File: config.mk
export PLATFORM = sky130hd
export DESIGN_NAME = stop_wake_ctrl
export DESIGN_NICKNAME = d
export VERILOG_FILES = /design/src/rtl/swc_pkg.sv /design/src/rtl/swc_datapath.sv /design/src/rtl/swc_control.sv /design/src/rtl/stop_wake_ctrl.sv
export SDC_FILE = /design/constraint.sdc
export NUM_CORES = 1
export LEC_CHECK = 0
export BUFFER_PORTS_ARGS = -buffer_cell sky130_fd_sc_hd__buf_4
export CAP_MARGIN = 5
export CORE_MARGIN = 2
export CORE_UTILIZATION = 49
export CTS_BUF_LIST = sky130_fd_sc_hd__clkbuf_8
export DETAILED_ROUTE_END_ITERATION = 12
export PLACE_DENSITY = 0.75
export SYNTH_ARGS = -nofsm -noshare
export SYNTH_HDL_FRONTEND = slang
export SYNTH_SLANG_ARGS = --single-unit
File: constraint.sdc
create_clock -name aonClk -period 1.6 [get_ports aonClk]
set_clock_uncertainty 0.15 [all_clocks]
set_input_delay 0 -clock aonClk [delete_from_list [all_inputs] [get_ports aonClk]]
set_output_delay 0 -clock aonClk [all_outputs]
set_load 0.01 [all_outputs]
File: src/rtl/swc_pkg.sv
package swc_pkg;
  typedef enum logic [1:0] {
    ST_RUN  = 2'd0,
    ST_STOP = 2'd1,
    ST_WAKE = 2'd2
  } swcState_t;

  typedef struct packed {
    logic enterStop;   // accept stop this cycle
    logic loadDelay;   // start settle countdown
    logic releaseCore; // settle done, return to run
  } swcStrobes_t;
endpackage

File: src/rtl/swc_datapath.sv
module swc_datapath
  import swc_pkg::*;
#(
  parameter int PORT_PINS     = 4,
  parameter int SETTLE_CYCLES = 4064,
  parameter logic [15:0] VEC_ADDR = 16'h1FFA
) (
  input  logic                 aonClk,
  input  logic                 rstN,
  input  logic                 irqPinN,
  input  logic [PORT_PINS-1:0] portPinsN,
  input  logic                 portWakeEn,
  input  swcStrobes_t          ctl,
  output logic                 wakeEvent,
  output logic                 delayDone,
  output logic                 entryPulse,
  output logic                 vecPulse,
  output logic [15:0]          vecAddr
);
  localparam int CNT_W = (SETTLE_CYCLES > 1) ? $clog2(SETTLE_CYCLES) : 1;
  localparam int SRC_N = PORT_PINS + 1;
  localparam logic [CNT_W-1:0] CNT_LOAD = CNT_W'(SETTLE_CYCLES - 1);

  logic [SRC_N-1:0] rawPins;
  logic [SRC_N-1:0] syncA, syncB, prevB, srcFall;
  logic [CNT_W-1:0] settleCnt;

  assign rawPins = {portPinsN, irqPinN};

  genvar g;
  generate
    for (g = 0; g < SRC_N; g++) begin : g_src
      always_ff @(posedge aonClk or negedge rstN) begin
        if (!rstN) begin
          syncA[g] <= 1'b1;
          syncB[g] <= 1'b1;
          prevB[g] <= 1'b1;
        end else begin
          syncA[g] <= rawPins[g];
          syncB[g] <= syncA[g];
          prevB[g] <= syncB[g];
        end
      end
      assign srcFall[g] = prevB[g] & ~syncB[g];
    end
  endgenerate

  assign wakeEvent = srcFall[0] | (portWakeEn & (|srcFall[SRC_N-1:1]));

  always_ff @(posedge aonClk or negedge rstN) begin
    if (!rstN)               settleCnt <= '0;
    else if (ctl.loadDelay)  settleCnt <= CNT_LOAD;
    else if (settleCnt != 0) settleCnt <= settleCnt - 1'b1;
  end
  assign delayDone = (settleCnt == 0);

  always_ff @(posedge aonClk or negedge rstN) begin
    if (!rstN) begin
      entryPulse <= 1'b0;
      vecPulse   <= 1'b0;
    end else begin
      entryPulse <= ctl.enterStop;
      vecPulse   <= ctl.releaseCore;
    end
  end
  assign vecAddr = vecPulse ? VEC_ADDR : 16'h0000;

  a_r3_entry_one_cycle: assert property (@(posedge aonClk) disable iff (!rstN)
    entryPulse |=> !entryPulse);
  a_r8_vec_one_cycle: assert property (@(posedge aonClk) disable iff (!rstN)
    vecPulse |=> !vecPulse);
  a_r7_count_down: assert property (@(posedge aonClk) disable iff (!rstN)
    (settleCnt != 0 && !ctl.loadDelay) |=> settleCnt == $past(settleCnt) - 1'b1);
  a_r7_load_value: assert property (@(posedge aonClk) disable iff (!rstN)
    ctl.loadDelay |=> settleCnt == CNT_LOAD);
endmodule

File: src/rtl/swc_control.sv
module swc_control
  import swc_pkg::*;
(
  input  logic        aonClk,
  input  logic        rstN,
  input  logic        stopReq,
  input  logic        wakeEvent,
  input  logic        delayDone,
  output swcStrobes_t ctl,
  output logic        clkEn,
  output logic        oscEn
);
  swcState_t state, nextState;

  always_comb begin
    nextState       = state;
    ctl             = '0;
    case (state)
      ST_RUN: if (stopReq) begin
        nextState     = ST_STOP;
        ctl.enterStop = 1'b1;
      end
      ST_STOP: if (wakeEvent) begin
        nextState     = ST_WAKE;
        ctl.loadDelay = 1'b1;
      end
      ST_WAKE: if (delayDone) begin
        nextState       = ST_RUN;
        ctl.releaseCore = 1'b1;
      end
      default: nextState = ST_RUN;
    endcase
  end

  always_ff @(posedge aonClk or negedge rstN) begin
    if (!rstN) state <= ST_RUN;
    else       state <= nextState;
  end

  assign clkEn = (state == ST_RUN);
  assign oscEn = (state != ST_STOP);

  a_r2_stop_from_run: assert property (@(posedge aonClk) disable iff (!rstN)
    (state == ST_STOP && $past(state) != ST_STOP) |-> ($past(stopReq) && $past(state) == ST_RUN));
  a_r4_wake_needs_event: assert property (@(posedge aonClk) disable iff (!rstN)
    (state == ST_WAKE && $past(state) == ST_STOP) |-> $past(wakeEvent));
  a_r7_run_after_settle: assert property (@(posedge aonClk) disable iff (!rstN)
    (state == ST_RUN && $past(state) == ST_WAKE) |-> $past(delayDone));
  a_r9_run_ignores_wake: assert property (@(posedge aonClk) disable iff (!rstN)
    (state == ST_RUN && !stopReq) |=> state == ST_RUN);
endmodule

File: src/rtl/stop_wake_ctrl.sv
module stop_wake_ctrl
  import swc_pkg::*;
#(
  parameter int PORT_PINS     = 4,
  parameter int SETTLE_CYCLES = 4064,
  parameter logic [15:0] VEC_ADDR = 16'h1FFA
) (
  input  logic                 aonClk,
  input  logic                 rstN,
  input  logic                 stopReq,
  input  logic                 irqPinN,
  input  logic [PORT_PINS-1:0] portPinsN,
  input  logic                 portWakeEn,
  output logic                 clkEn,
  output logic                 extOscEn,
  output logic                 lpOscEn,
  output logic                 clrCoreTmr,
  output logic                 clrProgTmr,
  output logic                 setIrqEnable,
  output logic                 clrIntMask,
  output logic                 wakeVecReq,
  output logic [15:0]          wakeVecAddr
);
  swcStrobes_t ctl;
  logic wakeEvent, delayDone, entryPulse, oscEn;

  swc_control u_control (
    .aonClk    (aonClk),
    .rstN      (rstN),
    .stopReq   (stopReq),
    .wakeEvent (wakeEvent),
    .delayDone (delayDone),
    .ctl       (ctl),
    .clkEn     (clkEn),
    .oscEn     (oscEn)
  );

  swc_datapath #(
    .PORT_PINS     (PORT_PINS),
    .SETTLE_CYCLES (SETTLE_CYCLES),
    .VEC_ADDR      (VEC_ADDR)
  ) u_datapath (
    .aonClk     (aonClk),
    .rstN       (rstN),
    .irqPinN    (irqPinN),
    .portPinsN  (portPinsN),
    .portWakeEn (portWakeEn),
    .ctl        (ctl),
    .wakeEvent  (wakeEvent),
    .delayDone  (delayDone),
    .entryPulse (entryPulse),
    .vecPulse   (wakeVecReq),
    .vecAddr    (wakeVecAddr)
  );

  assign extOscEn     = oscEn;
  assign lpOscEn      = oscEn;
  assign clrCoreTmr   = entryPulse;
  assign clrProgTmr   = entryPulse;
  assign setIrqEnable = entryPulse;
  assign clrIntMask   = entryPulse;

  a_r3_strobes_in_stop: assert property (@(posedge aonClk) disable iff (!rstN)
    clrCoreTmr |-> (!clkEn && !extOscEn));
  a_r8_vec_with_clock: assert property (@(posedge aonClk) disable iff (!rstN)
    wakeVecReq |-> (clkEn && $past(!clkEn)));
endmodule

Yosys cells after proc, flatten, opt, wreduce, memory -nomap -nowiden
Index checks and enable logic that the tools add are counted.
Widths: inputs -> output; s select.

cells by class
  reductions and logical operators = 6
  add/subtract/negate cells = 1
  eq/ne operators = 6
  bitwise gates (word level) = 12
  multiplexer cells = 13

operator list
  kind                   count
  $mux 12                2
  $mux 13                1
  $logic_not 12->1       1
  $reduce_bool 12->1     1
  $sub 12x1->12 const B  1
  $and 1x1->1            6
  $mux 1                 6
  $mux 2                 3
  $pmux 2 s3             1
  $not 1->1              5
  $ne 2x1->1 const B     2
  $ne 2x2->1 const B     2
  $reduce_or 4->1        1
  $reduce_and 3->1       1
  $eq 2x1->1 const B     1
  $eq 2x2->1 const B     1
  $logic_not 2->1        1
  $reduce_bool 2->1      1
  $or 1x1->1             1

word-level totals
  output and inout bits = 24
  flip-flop bits (word level) = 31
  logic and storage cells = 57

Logic depth before layout (Yosys ltp)
Gate-level depths: netlist of the first run.

  depth after elaboration = 8
  gate-level depth with buffers = 7

Cells and area by module
From an unflattened synthesis of the first run, not the netlist that was laid out.

second synthesis, totals
  cell total of the unflattened synthesis = 136
  area, all modules = 1527.7 um2

by module, submodules not included
  module          area each (um2)  cells each  instances
  swc_datapath    1386.3           118         1
  swc_control     111.4            14          1
  stop_wake_ctrl  30.0             4           1

Worst setup path before layout of the first run
OpenSTA, ideal clock, no wires.

  path type = reg-to-reg
  from = reg u_datapath.settleCnt[0]
  to = reg u_datapath.settleCnt[9]
  cell stages (with the launch flop) = 8
  arrival = 1.454 ns
  path buffers = 1
  path slack = -0.144 ns
  setup time = 0.140 ns
  cells stage by stage = dfrtp_1 inv_1 ha_1 nor2b_1 and4_1 clkbuf_2 o41ai_1 o211ai_1

on the way
  longest elaborated chain between the ends = 3
  elaborated cells between the ends (all ways) = 5
  classes of those cells = add/sub (1); mux (2); reduce/logical (2)

ends and longest elaborated chain
  item                    RTL line            text
  from (decl)             swc_datapath.sv:26  logic [CNT_W-1:0] settleCnt;
  from (signal assigned)  swc_datapath.sv:53  else if (settleCnt != 0) settleCnt <= settleCnt - 1'b1;
  $sub 12x1->12           swc_datapath.sv:53
  $mux 12                 swc_datapath.sv:53
  $mux 12                 swc_datapath.sv:52  else if (ctl.loadDelay) settleCnt <= CNT_LOAD;

Several ways; a longest one is shown, not always the timed one. The select of a mux whose other input is x is not followed.
A chain may end at the register's enable or synchronous reset.

Final worst setup path of the first run
  from = reg u_datapath.settleCnt[7]
  to = reg u_datapath.settleCnt[9]

Same word-level chain as after synthesis.

==> impl_metrics.json, run 1 <==
{
  "p_int_w": 0.00116,
  "pwr-share-seq": 0.544,
  "setup_viol": 10,
  "cts.clk_slew.worst_paths_ns": 0.07,
  "cts_tree": "yes",
  "synth-seq-cells": 31,
  "grt_max_degree": 32,
  "overflow": 0,
  "insertion_delay_ns": 0.29,
  "rsz0062_at_grt": "true",
  "die_x_um": 57.5,
  "end_kind": "flop",
  "grt.total_usage": 0.206,
  "startpoint_type": "flop",
  "status": "finished with violations",
  "max_freq_mhz": 591,
  "gp_congestion": 0.834,
  "worst_slack_ns": -0.0931,
  "area_growth_pct": 39.5,
  "yosysTopAreaCell": "dfrtp_1",
  "muxShareOfSynthArea": 0.0152,
  "max-vdd-ir-drop_mv": 0.899,
  "nets": 182,
  "drcViolationCount": 0,
  "crit_type": "flop to flop",
  "clkSinkCount": 31,
  "final_common_cell": "buf_4",
  "drtIter0Drc": 18,
  "fp.dieH_um": 57.5,
  "core_area_um2": 2730,
  "synth_xor_area_frac": 0.0125,
  "row_count": 19,
  "synthAdderAreaFrac": 0.0179,
  "cts_buffers": 5,
  "worst_hold_slack_ns": 0.0710,
  "crit_arrival_ns": 1.75,
  "stdcell_area_um2": 1950,
  "fin_crit_sh": 1.06,
  "hpwl_mm": 1.78,
  "grt_pass1_wl_mm": 4.81,
  "cts-root-buf": "clkbuf_8",
  "start_util": 0.512,
  "period_minus_slack_ns": 1.69,
  "wire_per_inst_um": 14.7,
  "synth_compound_area_frac": 0.0643,
  "final_cell_mix": "buf_4, dfrtp_1, dfstp_2",
  "clockPowerShare": 0.415,
  "switchingPower_w": 0.000357,
  "drt-total-wl_mm": 2.98,
  "slew_viol_final": 0,
  "clockBufferDepth": 2,
  "ant_nets": 0,
  "pwr-share-comb": 0.041,
  "r2r-start": "u_datapath.settleCnt[7]",
  "placed_cell_area_um2": 1690,
  "synth_area_per_cell_um2": 11.3,
  "violations": "negative setup slack",
  "grt_antenna_before_repair": 0,
  "synth_top_area_frac": 0.286,
  "grt_pass1_vias": 1067,
  "ys_seq_area_frac": 0.567,
  "via_per_inst": 5.05,
  "final_core_utilization": 0.714,
  "finalSetupTns_ns": -0.348,
  "cp_max_fo": 3,
  "cts_max_level": 2,
  "synthSimpleGateAreaFrac": 0.200,
  "crit_required_ns": 1.66,
  "dr.pass1.iters": 4,
  "hold_violations": 0,
  "antenna_cells": 0,
  "hold_class": "input port to async pin",
  "switching_share": 0.235,
  "synth_cell_types": 35,
  "yosysWarnings": 0,
  "regToRegEndpoint": "u_datapath.settleCnt[9]",
  "synth_top_family_by_area": "simple AND/OR/NAND/NOR gates",
  "portBuffers": 27,
  "pre_cts_ws_ns": -0.0887,
  "synth.area.top_cells": "dfrtp_1, dfstp_2, buf_4",
  "r2r_cells": 3,
  "drive_above_1_share": 0.552,
  "die_area_um2": 3300,
  "maxCapViolations": 0,
  "io-pin-count": 33,
  "power.leakage_nw": 0.872,
  "power_per_cell_area_nw_per_um2": 777,
  "synth.cell_area_um2": 1400,
  "r2r_slack_ns": -0.09,
  "num_vias": 1026,
  "postSynthCellCount": 124
}
cell usage after synthesis:
library cell	instances
o2111ai_2	1
buf_4	20
or2b_1	1
xnor2_1	1
clkbuf_2	1
ha_1	2
o21ai_0	1
mux2i_1	1
dfrtp_1	16
nor2b_1	5
a21boi_1	1
conb_1	1
nand3_1	6
o211ai_1	3
dfstp_2	15
o41ai_1	2
nand2_2	1
nand2_1	12
or3_1	7
or4_1	1
nor3_1	2
nand2b_1	4
nand3b_1	1
mux2_2	1
o31ai_1	1
xor2_1	1
a21o_1	1
buf_2	1
and2_1	1
inv_1	2
nor3_4	1
nor2_1	6
nand4_1	2
and4_1	1
o21bai_1	1
state kept, by name (all words and copies together), names as in the netlist:
register               count
u_control.state            2
u_datapath.entryPulse      1
u_datapath.prevB           5
u_datapath.settleCnt      12
u_datapath.syncA           5
u_datapath.syncB           5
u_datapath.vecPulse        1
layout make-up:
class                           instances  area, µm²
Inverter                                2       7.51
Clock buffer                            5       68.8
Multi-Input combinational cell         73        544
Timing Repair Buffer                   58        475
Fill cell                             197        781
Clock inverter                          3       23.8
Tap cell                               31       38.8
Sequential cell                        31        795
power by group through the flow:
stage / Combinational, W / Clock [W] / Sequential, W
after floorplan: 0.0000234 / 0 / 0.000836
after global placement: 0.0000442 / 0 / 0.000837
after detailed placement: 0.0000452 / 0 / 0.000838
after CTS: 0.0000615 / 0.000650 / 0.000825
after global routing: 0.0000692 / 0.000685 / 0.000827
final: 0.0000622 / 0.000630 / 0.000825
through the flow:
| step | total power (W) | instances |
|---|---|---|
| after floorplan | 0.000859 | 128 |
| final | 0.00152 | 203 |
| after detailed placement | 0.000884 | 183 |
| after global placement | 0.000881 | 183 |
| after global routing | 0.00158 | 203 |
| after CTS | 0.00154 | 203 |
what timing repair did:
| action | CTS | global route |
|---|---|---|
| hold buffers | 8 | 0 |
| setup buffers | 4 | 0 |
| gates resized for setup | 9 | 8 |
| hold endpoints to repair | 38 | 0 |
| pin swaps | 8 | 4 |
| setup endpoints to repair | 12 | 14 |
cells by family (layout without fill, tap and decap cells):
group	after synthesis	in the layout
AO/OA/AOI/OAI	11	11
adder cells (fa/ha/maj)	2	2
XOR/XNOR	2	2
AND/OR/NAND/NOR	51	51
flip-flops	31	31
other	1	5
buffers and inverters	24	68
multiplexers	2	2
worst max path at each step:
stage	startpoint	end	slack [ns]	cells after the start
floorplan	u_datapath.settleCnt[0]	u_datapath.settleCnt[5]	-0.04	7
global placement	u_datapath.settleCnt[7]	u_datapath.settleCnt[9]	-0.02	3
detailed placement	u_datapath.settleCnt[0]	u_datapath.settleCnt[5]	-0.09	6
CTS	u_datapath.settleCnt[2]	u_datapath.settleCnt[9]	-0.09	4
global route	u_datapath.syncB[3]	u_datapath.settleCnt[9]	-0.14	5
finish	u_datapath.settleCnt[7]	u_datapath.settleCnt[9]	-0.09	3
routing by layer:
| metal | vias to the layer above | global-route usage | wire length, µm |
|---|---|---|---|
| li1 | 489 | - | - |
| met1 | 498 | 0.220 | 1130 |
| met2 | 33 | 0.359 | 1610 |
| met3 | 6 | 0.0748 | 173 |
| met4 | 0 | 0.0997 | 68 |
| met5 | - | 0 | 0 |
critical path: stages (launching register included):
cell and delay (ns):
dfrtp_1 0.41, or3_4 0.40, or4_4 0.48, o211ai_1 0.17
(Power assumes the default switching activity.)
==> run 2: changes to the inputs <==
CORE_UTILIZATION = 50   (was 49)
SYNTH_HIERARCHICAL = 1   (was unset)
==> impl_metrics.json, run 2 <==
{
  "status": "finished with violations",
  "violations": "negative setup slack",
  "yosys_most_used_dff": "dfrtp_1",
  "row_count": 20,
  "max-vdd-ir-drop_mv": 0.965,
  "synth_area_per_cell_um2": 11.2,
  "slew_viol_final": 0,
  "regToRegEndpoint": "u_datapath/settleCnt[6]",
  "clockBufferDepth": 2,
  "crit_arrival_ns": 1.90,
  "insertion_delay_ns": 0.28,
  "max_freq_mhz": 530,
  "crit_required_ns": 1.61,
  "die_x_um": 59.3,
  "crit_type": "flop to flop",
  "grt.total_usage": 0.204,
  "hold_class": "input port to async pin",
  "hpwl_mm": 2.19,
  "ant_nets": 0,
  "num_vias": 1146,
  "synth.cell_area_um2": 1530,
  "hold_violations": 0,
  "r2r_cells": 6,
  "synth_top_area_frac": 0.262,
  "postSynthCellCount": 136,
  "startpoint_type": "flop",
  "area_growth_pct": 36.4,
  "r2r_slack_ns": -0.29,
  "synth-seq-cells": 31,
  "synthArstFlopShare": 1.00,
  "power_per_cell_area_nw_per_um2": 1460,
  "wire_per_inst_um": 14.8,
  "cts_tree": "yes",
  "largest_register_ffs": 12,
  "io-pin-count": 33,
  "ys_seq_area_frac": 0.520,
  "placed_cell_area_um2": 1800,
  "r2r-start": "u_datapath/syncB[1]",
  "overflow": 0,
  "power.leakage_nw": 0.906,
  "crit_end": "u_datapath/settleCnt[6]",
  "synthTopCellsByCount": "buf_4, dfrtp_1, dfstp_2, nor2_1",
  "cts_buffers": 5,
  "portBuffers": 27,
  "grt_pass1_vias": 1120,
  "drive_above_1_share": 0.541,
  "fin_cells": 214,
  "via_per_inst": 5.36,
  "post-place-cells": 194,
  "fin_crit_sh": 1.18,
  "crit_start": "u_datapath/syncB[1]",
  "synth_edf_count": 0,
  "worst_slack_ns": -0.287,
  "synth_cell_types": 40,
  "cts-root-buf": "clkbuf_8",
  "maxCapViolations": 0,
  "die_area_um2": 3510,
  "dr.pass1.iters": 4,
  "setup_viol": 15,
  "regMostFlops": "u_datapath/settleCnt",
  "drcViolationCount": 0,
  "cts_max_level": 2,
  "rsz0062_at_grt": "true",
  "synth.area.top_cells": "dfrtp_1, dfstp_2, buf_4",
  "end_kind": "flop",
  "grt_antenna_before_repair": 0,
  "period_minus_slack_ns": 1.89,
  "drt-total-wl_mm": 3.16,
  "core_area_um2": 2980,
  "antenna_cells": 0,
  "final_common_cell": "buf_4",
  "gp_congestion": 0.921,
  "final_core_utilization": 0.700,
  "stdcell_area_um2": 2080,
  "worst_hold_slack_ns": 0.0318,
  "final_cell_mix": "buf_4, dfrtp_1, dfstp_2",
  "fp.dieH_um": 59.3,
  "nets": 191,
  "cts.clk_slew.worst_paths_ns": 0.07,
  "drtIter0Drc": 24,
  "start_util": 0.513,
  "grt_pass1_wl_mm": 5.22,
  "clkSinkCount": 31,
  "grt_max_degree": 32,
  "yosysWarnings": 6,
  "yosysTopAreaCell": "dfrtp_1",
  "p_total_w": 0.00303,
  "yosysMostFrequentCell": "buf_4",
  "cp_max_fo": 6
}
-- run 2: cell types whose count changed in the layout (fill, tap and decap cells not counted), moves of 3 or more --
| cell | before | now |
|---|---|---|
| inv_1 | 0 | 3 |
| nor2_2 | 2 | 6 |
| nand2_1 | 12 | 1 |
| nand3_1 | 6 | 0 |
| mux2i_1 | 1 | 4 |
| buf_4 | 47 | 44 |
| a21oi_1 | 0 | 5 |
| or3_4 | 3 | 0 |
-- run 2: repair_timing --
item | 4_1_cts | 5_1_grt
gates cloned | 0 | 0
gates resized for setup | 10 | 7
pin swaps | 2 | 3
hold buffers | 8 | 0
endpoints found under the setup margin | 14 | 15
buffers inserted | 4 | 0
hold endpoints to repair | 38 | 0
-- run 2: cell families after synthesis --
logic type	Yosys count	share of synthesized area
and+or+nand+nor	46	0.201
AOI/OAI and AO/OA	23	0.109
other	1	0.00245
buffers and inverters	29	0.125
DFF	31	0.520
adders and majority gates	2	0.0164
muxes	4	0.0262
-- run 2: routing by layer --
layer / up-vias / track usage / part of all wire
met4: 0 / 0.117 / 0.025
met5: - / 0 / 0
li1: 535 / - / -
met1: 556 / 0.257 / 0.42
met2: 45 / 0.317 / 0.50
met3: 10 / 0.0524 / 0.052
-- run 2: where the power goes --
| part | internal (W) | total [W] | switching [W] |
|---|---|---|---|
| Sequential | 0.000941 | 0.00107 | 0.000128 |
| Clock | 0.000503 | 0.000794 | 0.000291 |
| Combinational | 0.000615 | 0.00117 | 0.000553 |
-- run 2: per-stage QoR --
| step | setup TNS, ns | setup WS, ns |
|---|---|---|
| global placement | -2.26 | -0.251 |
| finish | -3.27 | -0.287 |
| CTS | -2.57 | -0.218 |
| detailed placement | -2.73 | -0.275 |
| floorplan | -1.61 | -0.193 |
| global route | -4.54 | -0.368 |
-- run 2: area by class of cell --
| class | instances | area (µm²) |
|---|---|---|
| clock buffers | 6 | 82.6 |
| clock inverters | 2 | 35.0 |
| fillers | 198 | 895 |
| inverters | 6 | 22.5 |
| multi-input cells | 80 | 652 |
| flip-flops and latches | 31 | 795 |
| well taps | 33 | 41.3 |
| repair buffers | 56 | 455 |
-- run 2: worst min path at each step --
| stage | startpoint | end | slack [ns] | cells past startpoint |
|---|---|---|---|---|
| floorplan | rstN | u_control/state[0] | -0.45 | 0 |
| global placement | rstN | u_datapath/entryPulse | -0.21 | 1 |
| detailed placement | rstN | u_datapath/entryPulse | -0.20 | 1 |
| CTS | rstN | u_datapath/entryPulse | 0.05 | 2 |
| global route | rstN | u_datapath/entryPulse | 0.09 | 2 |
| finish | rstN | u_datapath/entryPulse | 0.03 | 2 |
-- run 2: critical path, cell delays in order, from the launching register on --
cell and delay [ns]:
dfstp_2 0.54, nor2b_2 0.05, o41ai_2 0.34, o21ai_1 0.15
nand2_2 0.13, nor2_4 0.07, a311o_1 0.33
==> run 3: changes to the inputs <==
ABC_AREA = 1   (was unset)
CORE_UTILIZATION = 51   (was 50)
PLACE_DENSITY = 0.76   (was 0.75)
SLEW_MARGIN = 20   (was unset)
==> impl_metrics.json, run 3 <==
{
  "status": "finished with violations",
  "violations": "negative setup slack",
  "grt.total_usage": 0.195,
  "largest_register_ffs": 12,
  "drcViolationCount": 0,
  "yosysMostFrequentCell": "nand2_1",
  "fin_crit_sh": 1.09,
  "die_area_um2": 3600,
  "clockBufferDepth": 2,
  "synthTopCellsByCount": "nand2_1, inv_1, buf_4, dfrtp_1, dfstp_2",
  "cts-root-buf": "clkbuf_8",
  "regMostFlops": "u_datapath/settleCnt",
  "hold_violations": 0,
  "drt-total-wl_mm": 3.07,
  "yosysTopAreaCell": "dfrtp_1",
  "dr.pass1.iters": 4,
  "max_freq_mhz": 573,
  "area_growth_pct": 27.7,
  "crit_chain": "inv_2 -> o22ai_2 -> o21ai_1 -> o21ai_1 -> nand3_1 -> inv_2 -> clkinv_4 -> nand3_4 -> nand2_1 -> inv_1",
  "filler_cell_count": 240,
  "r2r_slack_ns": -0.14,
  "insertion_delay_ns": 0.28,
  "synth_edf_count": 0,
  "postSynthCellCount": 183,
  "row_count": 20,
  "yosys_most_used_dff": "dfrtp_1",
  "portBuffers": 27,
  "synthArstFlopShare": 1.00,
  "ant_nets": 0,
  "synth.area.top_cells": "dfrtp_1, dfstp_2, buf_4",
  "core_area_um2": 3030,
  "cts_max_level": 2,
  "grt_pass1_wl_mm": 4.97,
  "p_total_w": 0.00179,
  "crit_cells": 10,
  "slowest_stage": "dfstp_2",
  "power_per_cell_area_nw_per_um2": 878,
  "clkSinkCount": 31,
  "cp_max_fo": 5,
  "crit_buf_inv": 4,
  "nets": 225,
  "cts_tree": "yes",
  "ys_seq_area_frac": 0.496,
  "start_util": 0.529,
  "rsz0062_at_grt": "true",
  "io-pin-count": 33,
  "max-vdd-ir-drop_mv": 1.12,
  "crit_arrival_ns": 1.81,
  "period_minus_slack_ns": 1.74,
  "max_stage_delay_ns": 0.53,
  "slew_viol_final": 0,
  "cts_buffers": 5,
  "cts.clk_slew.worst_paths_ns": 0.07,
  "grt_max_degree": 32,
  "synth-seq-cells": 31,
  "via_per_inst": 4.70,
  "drive_above_1_share": 0.460,
  "startpoint_type": "flop",
  "yosysWarnings": 6,
  "hpwl_mm": 2.01,
  "setup_viol": 10,
  "wire_per_inst_um": 11.9,
  "path_delay_family": "flip-flops",
  "synth.cell_area_um2": 1600,
  "overflow": 0,
  "final_common_cell": "nand2_1",
  "hold_class": "input port to async pin",
  "power.leakage_nw": 1.02,
  "drtIter0Drc": 48,
  "maxCapViolations": 0,
  "gp_congestion": 0.906,
  "crit_required_ns": 1.67,
  "synth_area_per_cell_um2": 8.74,
  "worst_slack_ns": -0.145,
  "grt_pass1_vias": 1139,
  "die_x_um": 60.0,
  "fp.dieH_um": 60.0,
  "antenna_cells": 0,
  "synth_cell_types": 26,
  "r2r_cells": 10,
  "synth_top_area_frac": 0.250,
  "final_cell_mix": "nand2_1, buf_4, inv_1",
  "crit_type": "flop to flop",
  "pre_cts_ws_ns": -0.187,
  "grt_antenna_before_repair": 0,
  "num_vias": 1217,
  "end_kind": "flop"
}
==> run 3: cell types whose count changed after synthesis, sizes merged, moves of 4 or more <==
cell    delta
o21ai      +4
nor2b      -6
nand3     +17
mux2i      -4
inv       +28
nand2     +39
nand2b     -6
nor2       +7
==> run 3: logic make-up (layout without fill, tap and decap cells) <==
logic type / Yosys count / in the layout / share of synthesized area
flip-flops: 31 / 31 / 0.496
AND/OR/NAND/NOR: 82 / 82 / 0.269
AO/OA/AOI/OAI: 11 / 11 / 0.0375
other: 1 / 5 / 0.00234
buffers and inverters: 56 / 84 / 0.179
adder cells (fa/ha/maj): 2 / 2 / 0.0156
==> run 3: power by group <==
group / total [W] / switching, W / internal (W) / leakage [nW]
logic: 0.0000631 / 0.0000321 / 0.0000310 / 0.620
clock network: 0.000904 / 0.000288 / 0.000616 / 0.0695
registers: 0.000827 / 0.00000842 / 0.000819 / 0.335
total: 0.00179 / 0.000329 / 0.00147 / 1.02
==> run 3: final cells by class <==
type,instances,area [µm²],share of cell area
clock buffers,5,68.8,0.0337
well taps,44,55.1,0.0269
flip-flops and latches,31,795,0.389
inverters,35,136,0.0667
multi-input cells,100,597,0.292
repair inverters,1,3.75,0.00184
clock inverters,3,63.8,0.0312
repair buffers,40,324,0.159
==> run 3: metrics by stage <==
step,util,cell area (µm²),setup TNS [ns],hold slack [ns],std cells
after floorplan,-,1620,0,-0.446,187
after detailed placement,0.577,1750,-1.42,-0.191,241
after global placement,0.577,1750,-0.509,-0.207,241
after CTS,0.663,2010,-0.859,0.0423,258
final,0.675,2040,-1.09,0.0361,259
after global routing,0.675,2040,-2.23,0.0716,259
==> run 3: worst paths after layout <==
path	from	end
setup / recovery	u_datapath/prevB[2]	u_datapath/settleCnt[3]
setup reg to reg	u_datapath/prevB[2]	u_datapath/settleCnt[3]
hold / removal	rstN	u_datapath/settleCnt[8]
min in group aonClk	u_datapath/syncA[4]	u_datapath/syncB[4]
hold reg to reg	u_datapath/syncA[4]	u_datapath/syncB[4]
max in group asynchronous	rstN	u_datapath/syncA[4]
==> run 3: routing by layer <==
| layer | vias to the layer above | part of all wire | routed length, µm | global-route usage |
|---|---|---|---|---|
| met5 | - | 0 | 0 | 0 |
| met4 | 0 | 0.016 | 50 | 0.0825 |
| met3 | 8 | 0.067 | 206 | 0.0606 |
| met2 | 60 | 0.50 | 1550 | 0.326 |
| met1 | 559 | 0.41 | 1270 | 0.231 |
| li1 | 590 | - | - | - |
==> run 3: worst register-to-register path, stage by stage, from the launching register on <==
cell	delay [ns]
dfstp_2	0.53
inv_2	0.03
o22ai_2	0.13
o21ai_1	0.09
o21ai_1	0.11
nand3_1	0.13
inv_2	0.14
clkinv_4	0.11
nand3_4	0.13
nand2_1	0.07
inv_1	0.05
==> run 3: timing repair <==
action                                  4_1_cts  5_1_grt
hold buffers                                  8        0
resized for setup                            12       13
setup buffers                                 0        1
endpoints found under the setup margin       12       14
pin swaps                                     4        7
endpoints found under the hold margin        38        0
cloned                                        1        0
